`src/rtl/scl_pkg.sv`:
```
// Package: shared definitions for the scaled clock-enable divider.
// Assumes: the scale register width used across the block is DEF_SCALE_W.
package scl_pkg;
    localparam int DEF_SCALE_W = 8;

    // Phase of the final halving stage.
    typedef enum logic {
        PH_FIRST  = 1'b0,
        PH_SECOND = 1'b1
    } half_phase_t;
endpackage

```
`src/rtl/scl_scale_reg.sv`:
```
// Module: holds the software scale value and makes it available to read.
// Assumes: a write may come on any cycle; reset value is zero (full scale).
module scl_scale_reg #(
    parameter int SCALE_W = scl_pkg::DEF_SCALE_W
) (
    input  logic               clk,
    input  logic               rst_n,
    input  logic               wr_en,
    input  logic [SCALE_W-1:0] wr_data,
    output logic [SCALE_W-1:0] scale_q
);
    // Capture the written value; clear on reset.
    always_ff @(posedge clk) begin
        if (!rst_n)
            scale_q <= '0;
        else if (wr_en)
            scale_q <= wr_data;
    end

    AST_RD_TRACKS_WRITE: assert property (@(posedge clk) disable iff (!rst_n)
        wr_en |=> (scale_q == $past(wr_data)));
    AST_RD_HOLDS: assert property (@(posedge clk) disable iff (!rst_n)
        (!wr_en && $past(rst_n)) |=> $stable(scale_q));
endmodule

```
`src/rtl/scl_down_counter.sv`:
```
// Module: down-counter that emits one tick every N source enables.
// Assumes: a scale of zero means 2**SCALE_W; a write reloads at once and
// suppresses any tick in that cycle.
module scl_down_counter #(
    parameter int SCALE_W = scl_pkg::DEF_SCALE_W
) (
    input  logic               clk,
    input  logic               rst_n,
    input  logic               src_en,
    input  logic               wr_en,
    input  logic [SCALE_W-1:0] wr_data,
    input  logic [SCALE_W-1:0] scale_q,
    output logic               tick
);
    localparam int CNT_W = SCALE_W + 1;
    localparam logic [CNT_W-1:0] FULL_SCALE = CNT_W'(1) << SCALE_W;

    logic [CNT_W-1:0] cnt_q;
    logic [CNT_W-1:0] reload_cur;
    logic [CNT_W-1:0] reload_new;
    logic             at_last;

    // Expand a stored or written scale value into a count, zero meaning full scale.
    always_comb begin
        reload_cur = (scale_q == '0) ? FULL_SCALE : {1'b0, scale_q};
        reload_new = (wr_data == '0) ? FULL_SCALE : {1'b0, wr_data};
        at_last    = (cnt_q == CNT_W'(1));
    end

    // Tick on the last enable of a count unless a write wins the cycle.
    assign tick = src_en && at_last && !wr_en;

    // Count down on each source enable; reload on expiry or on any write.
    always_ff @(posedge clk) begin
        if (!rst_n)
            cnt_q <= FULL_SCALE;
        else if (wr_en)
            cnt_q <= reload_new;
        else if (src_en)
            cnt_q <= at_last ? reload_cur : cnt_q - CNT_W'(1);
    end

    AST_CNT_IN_RANGE: assert property (@(posedge clk) disable iff (!rst_n)
        (cnt_q != '0) && (cnt_q <= FULL_SCALE));
    AST_IDLE_HOLDS: assert property (@(posedge clk) disable iff (!rst_n)
        (!src_en && !wr_en) |=> $stable(cnt_q));
    AST_NO_TICK_ON_WRITE: assert property (@(posedge clk) disable iff (!rst_n)
        wr_en |-> !tick);
endmodule

```
`src/rtl/scl_halver.sv`:
```
// Module: final divide-by-two; forwards every second tick as a one-cycle pulse.
// Assumes: clear comes from a register write and restarts the pairing.
module scl_halver (
    input  logic clk,
    input  logic rst_n,
    input  logic tick,
    input  logic clear,
    output logic pulse
);
    import scl_pkg::*;

    half_phase_t phase_q;

    // Alternate phase on each tick; reset to the first phase on clear.
    always_ff @(posedge clk) begin
        if (!rst_n || clear)
            phase_q <= PH_FIRST;
        else if (tick)
            phase_q <= (phase_q == PH_FIRST) ? PH_SECOND : PH_FIRST;
    end

    // Register the pulse for the second tick of each pair.
    always_ff @(posedge clk) begin
        if (!rst_n)
            pulse <= 1'b0;
        else
            pulse <= tick && !clear && (phase_q == PH_SECOND);
    end

    AST_PULSE_NEEDS_TICK: assert property (@(posedge clk) disable iff (!rst_n)
        pulse |-> $past(tick));
    AST_NO_BACK_TO_BACK: assert property (@(posedge clk) disable iff (!rst_n)
        pulse |=> !pulse);
endmodule

```
`src/rtl/scaled_clk_gen.sv`:
```
// Module: top of the scaled clock-enable divider. Output enable rate is
// the src_en rate divided by twice the scale value (zero means full scale).
// Assumes: all inputs are synchronous to clk; reset is synchronous, active low.
module scaled_clk_gen #(
    parameter int SCALE_W = scl_pkg::DEF_SCALE_W
) (
    input  logic               clk,
    input  logic               rst_n,
    input  logic               src_en,
    input  logic               wr_en,
    input  logic [SCALE_W-1:0] wr_data,
    output logic [SCALE_W-1:0] rd_data,
    output logic               scaled_en
);
    logic [SCALE_W-1:0] scale_q;
    logic               tick;

    scl_scale_reg #(.SCALE_W(SCALE_W)) u_reg (
        .clk     (clk),
        .rst_n   (rst_n),
        .wr_en   (wr_en),
        .wr_data (wr_data),
        .scale_q (scale_q)
    );

    scl_down_counter #(.SCALE_W(SCALE_W)) u_cnt (
        .clk     (clk),
        .rst_n   (rst_n),
        .src_en  (src_en),
        .wr_en   (wr_en),
        .wr_data (wr_data),
        .scale_q (scale_q),
        .tick    (tick)
    );

    scl_halver u_half (
        .clk   (clk),
        .rst_n (rst_n),
        .tick  (tick),
        .clear (wr_en),
        .pulse (scaled_en)
    );

    assign rd_data = scale_q;

    AST_PULSE_AFTER_ENABLE: assert property (@(posedge clk) disable iff (!rst_n)
        scaled_en |-> $past(src_en));
    AST_WRITE_WINS: assert property (@(posedge clk) disable iff (!rst_n)
        wr_en |=> !scaled_en);
endmodule

```
`config.mk`:
```
export PLATFORM = sky130hd
export DESIGN_NAME = scaled_clk_gen
export DESIGN_NICKNAME = d
export VERILOG_FILES = /design/src/rtl/scl_pkg.sv /design/src/rtl/scl_scale_reg.sv /design/src/rtl/scl_down_counter.sv /design/src/rtl/scl_halver.sv /design/src/rtl/scaled_clk_gen.sv
export SDC_FILE = /design/constraint.sdc
export NUM_CORES = 1
export LEC_CHECK = 0
export ABC_CLOCK_PERIOD_IN_PS = 3480
export BUFFER_PORTS_ARGS = -buffer_cell sky130_fd_sc_hd__buf_2
export CORE_UTILIZATION = 46
export DETAILED_ROUTE_END_ITERATION = 16
export GPL_TIMING_DRIVEN = 0
export PLACE_DENSITY = 0.71
export SYNTH_ARGS = -nofsm -noshare
export SYNTH_HDL_FRONTEND = slang
export SYNTH_SLANG_ARGS = --single-unit
```
`constraint.sdc`:
```
create_clock -name clk -period 3.48 [get_ports clk]
set_input_delay 0.348 -clock clk [delete_from_list [all_inputs] [get_ports clk]]
set_output_delay 0.348 -clock clk [all_outputs]
set_load 0.01 [all_outputs]
```
==> metrics <==
Syn-to-layout area delta 14.4%; Util after Layout 56.1%; # diodes 0; number of DRC markers in iteration 0 20; post-CTS setup repair buffer count 0; Final WS setup 1.66 ns; Syn. warnings 0; starting density of the core 49.0%; die area 2560 um2; vias in the first global route 996; post_cts resized 0; antenna violations before repair 0; Worst Hold Class input pin to flop; root buf cell clkbuf_4; Net Count, Synth 132; RSZ-0062 raised after global routing no; Leak 0.000515 uW; Slew headroom 57.1%; Yosys cell types 40; Slew @ Worst Pin 0.641 ns; Final ANT Viol Nets 0; fill count 223; crit path time final 1.82 ns; worst IR drop on VDD 0.279 mV; Final setup viols 0; Yosys top cell area share 35.1%; Clock Skew 0.0108 ns; drt wl/cell 15.8 um; period utilization 52.3%; maxcap violations 0; H-tree depth 1; non-filler instance count after layout 169; pin count of the biggest net entering global routing 11; CP Max Fanout 7; wire length of the first global-routing pass 4750 um; width of the die 50.6 um; I/O pin count 21; CTS Buf Count 3; DR pass1 iterations 4; Post-Place Cells 165; Mapped Avg Cell Area 9.19 um2; Worst-Skew Late Latency 0.30 ns; DR vias/cell 5.95; Critical Path AT 2.02 ns; Post-synth EDFFs 0; Power Total 491 uW; Hold Fails Final Rpt 0; num rows 17; Post-DP HPWL 1970 um; grt ovf 0; Reg clk slew, reported paths 0.12 ns; Mapped Cells 118; Req. time, crit path 3.68 ns; ratio of cells with drive above 1 in the final layout 22.7%; fmax 0.550 GHz; port buffer count 19; NumNets Final 156; Slew Viols, Final 0; synth cell count leaders dfxtp_1 (19), mux2i_1 (10), nand2_1 (10); CTS tree built; crit path launch type flop; Seq/Total Area, Yosys 35.1%; mapped cell area 1080 um2; # DRC 0; PD cells 395 nW/um2; critical path class flop to flop; Max Buffers Root-to-Sink 2; GR Util All Layers 24.5%; vias 1,006; Final GP Congestion 0.827; cell with the most instances after synthesis dfxtp_1; status complete, no violations; Yosys reg bits 19; pre-CTS setup slack 1.70 ns; leading area contributor after synthesis dfxtp_1; ys async rst share 0%; Die Ht 50.6 um; Main synth FF type dfxtp_1; TNS Setup 0 ns; Synth area leaders dfxtp_1 (35%), mux2i_1 (9.2%), a22o_1 (4.8%); drt total wl 2680 um; Post-CTS Hold Fix Bufs 0; clock sinks 19; core area 2210 um2; endpoint type of the worst setup path flop
critical path, stage by stage, from the launching register on:
cell and delay, ns:
dfxtp_1 0.48, ha_1 0.22, nor4b_4 0.41, mux2i_1 0.23, nor3_1 0.06, o311a_1 0.32
path summary, 6_finish.rpt:
kind	startpoint	to	slack (ns)	cells after the start
setup / recovery	u_cnt.cnt_q[0]$_SDFFE_PN0P_	u_cnt.cnt_q[7]$_SDFFE_PN0P_	1.66	5
setup reg to reg	u_cnt.cnt_q[0]$_SDFFE_PN0P_	u_cnt.cnt_q[7]$_SDFFE_PN0P_	1.66	5
hold / removal	wr_data[4]	u_reg.scale_q[4]$_SDFFE_PN0P_	0.33	3
hold reg to reg	u_half.phase_q$_SDFFE_PP0P_	u_half.pulse$_SDFF_PN0_	0.48	2
flip-flops by register name, summed over array words and instances, names as in the netlist:
signal / cells
u_cnt.cnt_q: 9
u_half.phase_q: 1
u_half.pulse: 1
u_reg.scale_q: 8
power breakdown:
| group | internal [uW] | switching, uW | total (uW) |
|---|---|---|---|
| logic | 59.6 | 62.6 | 122 |
| clock network | 44.6 | 68.9 | 113 |
| registers | 233 | 22.6 | 255 |
layout by cell type, fill, tap and decap left out, types with 2 or more instances in the layout:
master     netlist  routed
a21oi_1          4       4
a22o_1           6       6
buf_2            1      20
clkbuf_1         2       3
clkbuf_4         0       3
dfxtp_1         19      19
ha_1             2       2
inv_1            3       3
mux2i_1         10      10
nand2_1         10      10
nand3b_1         2       2
nor2_1           5       5
nor2b_1          8       8
nor3_1           6       6
nor3b_1          2       2
nor4_1           4       4
o21ai_0          4       4
o2bb2ai_1        2       2
o31ai_1          4       4
xnor2_1          3       3
through the flow:
stage / instance area, um2 / hold WS [ns]
2_1_floorplan: 1080 / 0.444
3_3_place_gp: 1210 / 0.454
3_5_place_dp: 1210 / 0.461
4_1_cts: 1240 / 0.338
5_1_grt: 1240 / 0.330
6_report: 1240 / 0.333
cell families after synthesis:
logic type	Yosys count	synth area share (%)
simple gates	48	27.6
compound gates	28	19.8
flops	19	35.1
mux	10	9.23
buf+inv	8	3.57
xor+xnor	3	2.42
fa+ha+maj	2	2.31
layer usage:
layer  vias up  share of wire (%)  global-route usage (%)
met4         0                1.7                    9.72
li1        483                  -                       -
met2        36                 46                    38.4
met5         -                  0                       0
met3         6                5.0                    2.42
met1       481                 48                    34.3
layout make-up:
type,count,area [um2],share of cell area (%)
plain buffers,5,27.5,2.22
well taps,28,35.0,2.82
multi-input cells,91,666,53.6
clock buffers,4,26.3,2.12
repair buffers,19,95.1,7.66
flip-flops and latches,19,380,30.6
inverters,3,11.3,0.907
No activity file was read; power rests on OpenSTA's default activity.
